**src/rtl/periphPkg.sv**
```systemverilog
package periphPkg;

  typedef struct packed {
    logic wrOut;
    logic wrCtrl;
    logic fnClear;
    logic rdIn;
    logic rdCtrl;
    logic rdStat;
    logic rdZero;
    logic idDrive;
  } strobeT;

  typedef enum logic [1:0] {
    REQ_IDLE = 2'd0,
    REQ_ASK  = 2'd1,
    REQ_ID   = 2'd2,
    REQ_HOLD = 2'd3
  } reqStateT;

endpackage

```
**src/rtl/periphCtrl.sv**
```systemverilog
module periphCtrl
  import periphPkg::*;
#(
  parameter int ADDR_W = 16,
  parameter int OFF_W  = 4,
  parameter logic [ADDR_W-1:0] BASE_ADDR = 16'hF520
) (
  input  logic              clk,
  input  logic              rstN,
  input  logic [ADDR_W-1:0] busAddr,
  input  logic              busWrEn,
  input  logic              busRdEn,
  input  logic              svcGrant,
  input  logic              runBit,
  input  logic              pending,
  output strobeT            strb,
  output logic              svcReq
);

  localparam logic [OFF_W-1:0] OFF_DATA = OFF_W'(0);
  localparam logic [OFF_W-1:0] OFF_CTRL = OFF_W'(1);
  localparam logic [OFF_W-1:0] OFF_STAT = OFF_W'(2);

  reqStateT reqState, reqNext;
  logic hit;
  logic [OFF_W-1:0] off;
  logic rdOk;

  assign hit  = (busAddr[ADDR_W-1:OFF_W] == BASE_ADDR[ADDR_W-1:OFF_W]);
  assign off  = busAddr[OFF_W-1:0];
  assign rdOk = busRdEn && hit && (reqState != REQ_ID);

  always_comb begin
    strb.wrOut   = busWrEn && hit && (off == OFF_DATA);
    strb.wrCtrl  = busWrEn && hit && (off == OFF_CTRL);
    strb.fnClear = busWrEn && hit && (off == OFF_STAT);
    strb.rdIn    = rdOk && (off == OFF_DATA);
    strb.rdCtrl  = rdOk && (off == OFF_CTRL);
    strb.rdStat  = rdOk && (off == OFF_STAT);
    strb.rdZero  = rdOk && (off > OFF_STAT);
    strb.idDrive = (reqState == REQ_ID);
  end

  assign svcReq = (reqState == REQ_ASK) || (reqState == REQ_ID);

  always_comb begin
    reqNext = reqState;
    if (strb.fnClear) begin
      reqNext = REQ_IDLE;
    end else begin
      case (reqState)
        REQ_IDLE: if (runBit && pending) reqNext = REQ_ASK;
        REQ_ASK: begin
          if (svcGrant)     reqNext = REQ_ID;
          else if (!runBit) reqNext = REQ_IDLE;
        end
        REQ_ID:   reqNext = REQ_HOLD;
        REQ_HOLD: if (!pending) reqNext = REQ_IDLE;
        default:  reqNext = REQ_IDLE;
      endcase
    end
  end

  always_ff @(posedge clk or negedge rstN) begin
    if (!rstN) reqState <= REQ_IDLE;
    else       reqState <= reqNext;
  end


  id_after_grant_chk: assert property (@(posedge clk) disable iff (!rstN)
    (reqState == REQ_ASK && svcGrant && !strb.fnClear) |=> strb.idDrive);


  req_drop_chk: assert property (@(posedge clk) disable iff (!rstN)
    strb.idDrive |=> !svcReq);


  req_cause_chk: assert property (@(posedge clk) disable iff (!rstN)
    $rose(svcReq) |-> $past(runBit && pending));


  no_rerequest_chk: assert property (@(posedge clk) disable iff (!rstN)
    (reqState == REQ_HOLD && pending) |=> !svcReq);

endmodule

```
**src/rtl/periphData.sv**
```systemverilog
module periphData
  import periphPkg::*;
#(
  parameter int DATA_W = 16,
  parameter int ADDR_W = 16,
  parameter logic [ADDR_W-1:0] BASE_ADDR = 16'hF520
) (
  input  logic              clk,
  input  logic              rstN,
  input  strobeT            strb,
  input  logic [DATA_W-1:0] busWrData,
  input  logic [DATA_W-1:0] devInData,
  input  logic              devInValid,
  input  logic              devReady,
  input  logic              devError,
  output logic [DATA_W-1:0] busDataOut,
  output logic              busOe,
  output logic [DATA_W-1:0] devOutData,
  output logic              devOutStrobe,
  output logic              runBit,
  output logic              pending
);

  localparam int PAD_W = DATA_W - 3;

  logic [DATA_W-1:0] inReg, outReg, ctrlReg, statusWord;
  logic errFlag, pendFlag, outStb;

  assign statusWord = {errFlag, {PAD_W{1'b0}}, ctrlReg[0], devReady};

  always_ff @(posedge clk or negedge rstN) begin
    if (!rstN) begin
      inReg    <= '0;
      outReg   <= '0;
      ctrlReg  <= '0;
      errFlag  <= 1'b0;
      pendFlag <= 1'b0;
      outStb   <= 1'b0;
    end else begin
      outStb <= strb.wrOut;
      if (strb.wrOut) outReg <= busWrData;
      if (strb.fnClear)     ctrlReg <= '0;
      else if (strb.wrCtrl) ctrlReg <= busWrData;
      if (devInValid) begin
        inReg    <= devInData;
        pendFlag <= 1'b1;
      end else if (strb.fnClear || strb.rdIn) begin
        pendFlag <= 1'b0;
      end
      if (devError)          errFlag <= 1'b1;
      else if (strb.fnClear) errFlag <= 1'b0;
    end
  end

  always_comb begin
    busDataOut = '0;
    if (strb.idDrive)     busDataOut = DATA_W'(BASE_ADDR);
    else if (strb.rdIn)   busDataOut = inReg;
    else if (strb.rdCtrl) busDataOut = ctrlReg;
    else if (strb.rdStat) busDataOut = statusWord;
  end

  assign busOe        = strb.idDrive | strb.rdIn | strb.rdCtrl | strb.rdStat | strb.rdZero;
  assign devOutData   = outReg;
  assign devOutStrobe = outStb;
  assign runBit       = ctrlReg[0];
  assign pending      = pendFlag;


  clear_ctrl_chk: assert property (@(posedge clk) disable iff (!rstN)
    strb.fnClear |=> (ctrlReg == '0));


  err_sticky_chk: assert property (@(posedge clk) disable iff (!rstN)
    (errFlag && !strb.fnClear) |=> errFlag);


  capture_chk: assert property (@(posedge clk) disable iff (!rstN)
    devInValid |=> (pendFlag && inReg == $past(devInData)));


  out_strobe_chk: assert property (@(posedge clk) disable iff (!rstN)
    strb.wrOut |=> (devOutStrobe && devOutData == $past(busWrData)));

endmodule

```
**src/rtl/periphSlave.sv**
```systemverilog
module periphSlave
  import periphPkg::*;
#(
  parameter int ADDR_W = 16,
  parameter int DATA_W = 16,
  parameter int OFF_W  = 4,
  parameter logic [ADDR_W-1:0] BASE_ADDR = 16'hF520
) (
  input  logic              clk,
  input  logic              rstN,
  input  logic [ADDR_W-1:0] busAddr,
  input  logic              busWrEn,
  input  logic              busRdEn,
  input  logic [DATA_W-1:0] busWrData,
  output logic [DATA_W-1:0] busDataOut,
  output logic              busOe,
  output logic              svcReq,
  input  logic              svcGrant,
  input  logic [DATA_W-1:0] devInData,
  input  logic              devInValid,
  output logic [DATA_W-1:0] devOutData,
  output logic              devOutStrobe,
  input  logic              devReady,
  input  logic              devError
);

  strobeT strb;
  logic runBit, pending;

  periphCtrl #(.ADDR_W(ADDR_W), .OFF_W(OFF_W), .BASE_ADDR(BASE_ADDR)) uCtrl (
    .clk(clk), .rstN(rstN), .busAddr(busAddr), .busWrEn(busWrEn),
    .busRdEn(busRdEn), .svcGrant(svcGrant), .runBit(runBit),
    .pending(pending), .strb(strb), .svcReq(svcReq)
  );

  periphData #(.DATA_W(DATA_W), .ADDR_W(ADDR_W), .BASE_ADDR(BASE_ADDR)) uData (
    .clk(clk), .rstN(rstN), .strb(strb), .busWrData(busWrData),
    .devInData(devInData), .devInValid(devInValid), .devReady(devReady),
    .devError(devError), .busDataOut(busDataOut), .busOe(busOe),
    .devOutData(devOutData), .devOutStrobe(devOutStrobe),
    .runBit(runBit), .pending(pending)
  );


  miss_quiet_chk: assert property (@(posedge clk) disable iff (!rstN)
    (busAddr[ADDR_W-1:OFF_W] != BASE_ADDR[ADDR_W-1:OFF_W] && !strb.idDrive) |-> !busOe);

endmodule

```
**config.mk**
```make
export PLATFORM = sky130hd
export DESIGN_NAME = periphSlave
export DESIGN_NICKNAME = d
export VERILOG_FILES = /design/src/rtl/periphPkg.sv /design/src/rtl/periphCtrl.sv /design/src/rtl/periphData.sv /design/src/rtl/periphSlave.sv
export SDC_FILE = /design/constraint.sdc
export NUM_CORES = 1
export LEC_CHECK = 0
export ABC_AREA = 1
export BUFFER_PORTS_ARGS = -buffer_cell sky130_fd_sc_hd__clkbuf_2
export CAP_MARGIN = 10
export CORE_ASPECT_RATIO = 1.1
export CORE_UTILIZATION = 54
export DETAILED_ROUTE_END_ITERATION = 8
export GPL_TIMING_DRIVEN = 1
export PLACE_DENSITY = 0.85
export SLEW_MARGIN = 0
export SYNTH_ARGS = -nofsm -noshare
export SYNTH_HDL_FRONTEND = slang
export SYNTH_HIERARCHICAL = 1
export SYNTH_SLANG_ARGS = --single-unit
export TNS_END_PERCENT = 1
```
**constraint.sdc**
```tcl
create_clock -name clk -period 4.9 [get_ports clk]
set_input_delay 0.735 -clock clk [delete_from_list [all_inputs] [get_ports clk]]
set_output_delay 0.735 -clock clk [all_outputs]
set_load 0.005 [all_outputs]
```
==> run_results.csv <==
group,metric,value,unit
outcome,status,"finished clean",
synthesis,synth_ff_type,"dfrtp_1",
floorplan,dieArea,5150,µm²
global_route,grtUsageTotal,25.0,%
finish,nFillCells,412,
power_and_ir_drop,power_frac_clock,26.0,%
synthesis,synth_top_area_share,50.5,%
sta,hold_ws,483,ps
setup_path,end_kind,"primary output",
synthesis,yosys_warnings,6,
synthesis,async_flop_share,100,%
synthesis,synth_common_cells,"nand2_1 (81), dfrtp_1 (53), inv_1 (52)",
sta,hold_violations,0,
clocking,clkSlewWorstSetupHoldPaths,90,ps
setup_path,required,4160,ps
setup_path,cp-start-kind,"flip-flop",
drt,via_count,2353,
drt,dr.pass1.iters,4,
synthesis,syn_area,2630,µm²
sta,setup_tns,0,ps
synthesis,synth_cell_types,26,
sta,setup_viol,0,
placement,gp_congestion,0.867,
sta,fin_crit,3590,ps
floorplan,fp.dieW,68.5,µm
sta,drv_slew,0,
global_route,grt_pass1_wl,9450,µm
clocking,clock-root-buffer,"clkbuf_8",
floorplan,rows,26,
setup_path,arrival,2860,ps
floorplan,start_util,56.5,%
sta,relSlewSlack,21.1,%
power_and_ir_drop,swShare,31.0,%
drt,vias_per_cell,5.16,
sta,max_freq,278,MHz
clocking,post_cts_buffers,0,
synthesis,yosysSeqAreaShare,50.5,%
synthesis,synthCells,314,
finish,syn2layout_area_growth,19.9,%
power_and_ir_drop,power_frac_comb,24.1,%
global_route,grt_max_degree,54,
finish,final_util,67.8,%
power_and_ir_drop,p_int,0.654,mW
global_route,first_global_vias,2214,
hold_path,worstHoldPathType,"flip-flop to flip-flop",
setup_path,worstSetupPathType,"flip-flop to primary output",
global_route,overflow,0,
clocking,clock_latency,310,ps
drt,final_antenna_net_count,0,
run,drv_cap,0,
finish,diodes,0,
clocking,cts_sinks,53,
drt,drt_wl_total,5960,µm
power_and_ir_drop,seq_power_share,49.9,%
placement,place_inst,448,
clocking,cts_buffers,5,
power_and_ir_drop,ir_drop,0.000183,V
synthesis,synth_top_cell_by_area,"dfrtp_1",
clocking,cts_buffer_depth,2,
synthesis,synth_edf_count,0,
sta,tightest_slew,1180,ps
clocking,ctsResizeCount,0,
sta,rsz0062_at_grt,"no",
placement,io_buffers,90,
floorplan,chipHeight,75.2,µm
setup_path,crit_fanout,13,
power_and_ir_drop,power.density,301,nW/µm²
drt,drt_iter0_drc,155,
synthesis,synth_fp_nets,374,
power_and_ir_drop,leakage,1.80,nW
floorplan,num_io_pins,91,
drt,route.detailed.drc,0,
finish,finalNetCount,459,
finish,drive_gt1_share,29.8,%
synthesis,syn_area_per_cell,8.37,µm²
synthesis,synth_seq_cells,53,
clocking,cts_tree,"yes",
sta,clock_skew,4.64,ps
power_and_ir_drop,power,0.948,mW
clocking,cts-htree-levels,2,
synthesis,yosysMostFrequentCell,"nand2_1",
floorplan,coreArea,4650,µm²
sta,period_share,73.4,%
drt,wl_per_cell,13.1,µm
power_and_ir_drop,power.net_switching,0.294,mW
placement,dp_hpwl,4500,µm
clocking,cts_hold_buf,0,
global_route,antenna_found_initial,0,
finish,final_cells,456,
synthesis,synthTopCellsByArea,"dfrtp_1 (50%), nand2_1 (12%), inv_1 (7.4%)",
-- power groups by stage --
stage | clock (mW) | combinational (mW) | sequential (mW)
after floorplan | 0 | 0.128 | 0.478
after global placement | 0 | 0.220 | 0.480
after detailed placement | 0 | 0.229 | 0.481
after CTS | 0.252 | 0.231 | 0.473
after global routing | 0.267 | 0.260 | 0.475
final | 0.247 | 0.228 | 0.473
-- logic make-up after synthesis --
kind of cell	Yosys count	share of synthesized area, %
buffers and inverters	67	11.3
AOI/OAI and AO/OA	55	14.3
adders and majority gates	4	1.90
DFF	53	50.5
and+or+nand+nor	135	22.1
-- routing by layer --
layer | routed length [µm] | global-route usage, %
met5 | 0 | 0
met4 | 64 | 8.33
met3 | 317 | 5.15
met1 | 2330 | 28.6
met2 | 3250 | 45.6
-- path summary, 6_finish.rpt --
check / cells past startpoint / to / slack, ps / start
worst max-delay path: 11 / busDataOut[1] / 1310 / uCtrl/reqState[0]
worst min-delay path: 2 / uData/inReg[4] / 480 / uData/inReg[4]
worst max register to register: 8 / uData/pending / 2510 / uCtrl/reqState[0]
worst min register to register: 2 / uData/inReg[4] / 480 / uData/inReg[4]
max in group asynchronous: 2 / uData/inReg[3] / 3940 / rstN
min in group asynchronous: 2 / uData/inReg[12] / 530 / rstN
-- placed cells by master, fill, tap and decap left out, types with 2 or more instances in the layout --
cell type / instances
nor2_4: 2
clkbuf_8: 5
o21ai_0: 7
o22ai_2: 10
o22ai_1: 6
nand3_1: 7
nand2_1: 81
dfrtp_1: 53
nor2_1: 34
nor2_2: 3
ha_1: 4
inv_1: 52
clkinvlp_4: 2
clkbuf_2: 90
a21oi_1: 25
nand4_2: 2
inv_2: 2
o211ai_1: 6
-- registers in the layout, indices dropped and copies added (netlist names) --
name                count
uData/devOutStrobe      1
uData/errFlag           1
uData/ctrlReg          16
uData/devOutData       16
uCtrl/reqState          2
uData/pending           1
uData/inReg            16
-- metrics by stage --
step | worst slack [ps] | instance area (µm²)
final | 1310 | 3150
after global placement | 1550 | 3070
after floorplan | 2250 | 2630
after CTS | 1330 | 3150
after global routing | 947 | 3150
after detailed placement | 1470 | 3070
-- final cells by class --
cell class / count / area, µm² / share of cell area, %
flip-flops and latches: 53 / 1330 / 42.1
repair buffers: 91 / 458 / 14.5
clock inverters: 2 / 15.0 / 0.476
well taps: 56 / 70.1 / 2.22
multi-input cells: 194 / 1010 / 32.0
inverters: 54 / 203 / 6.43
clock buffers: 6 / 72.6 / 2.30
-- critical path, stage by stage, from the launching register on --
cell,delay [ps]
dfrtp_1,410
inv_1,90
ha_1,360
inv_1,120
nand4_2,130
nor2_1,700
inv_2,260
nand3_1,150
nand2_1,50
nor2_1,90
nor2_1,50
clkbuf_2,130
Power figures use the tool's default switching activity.
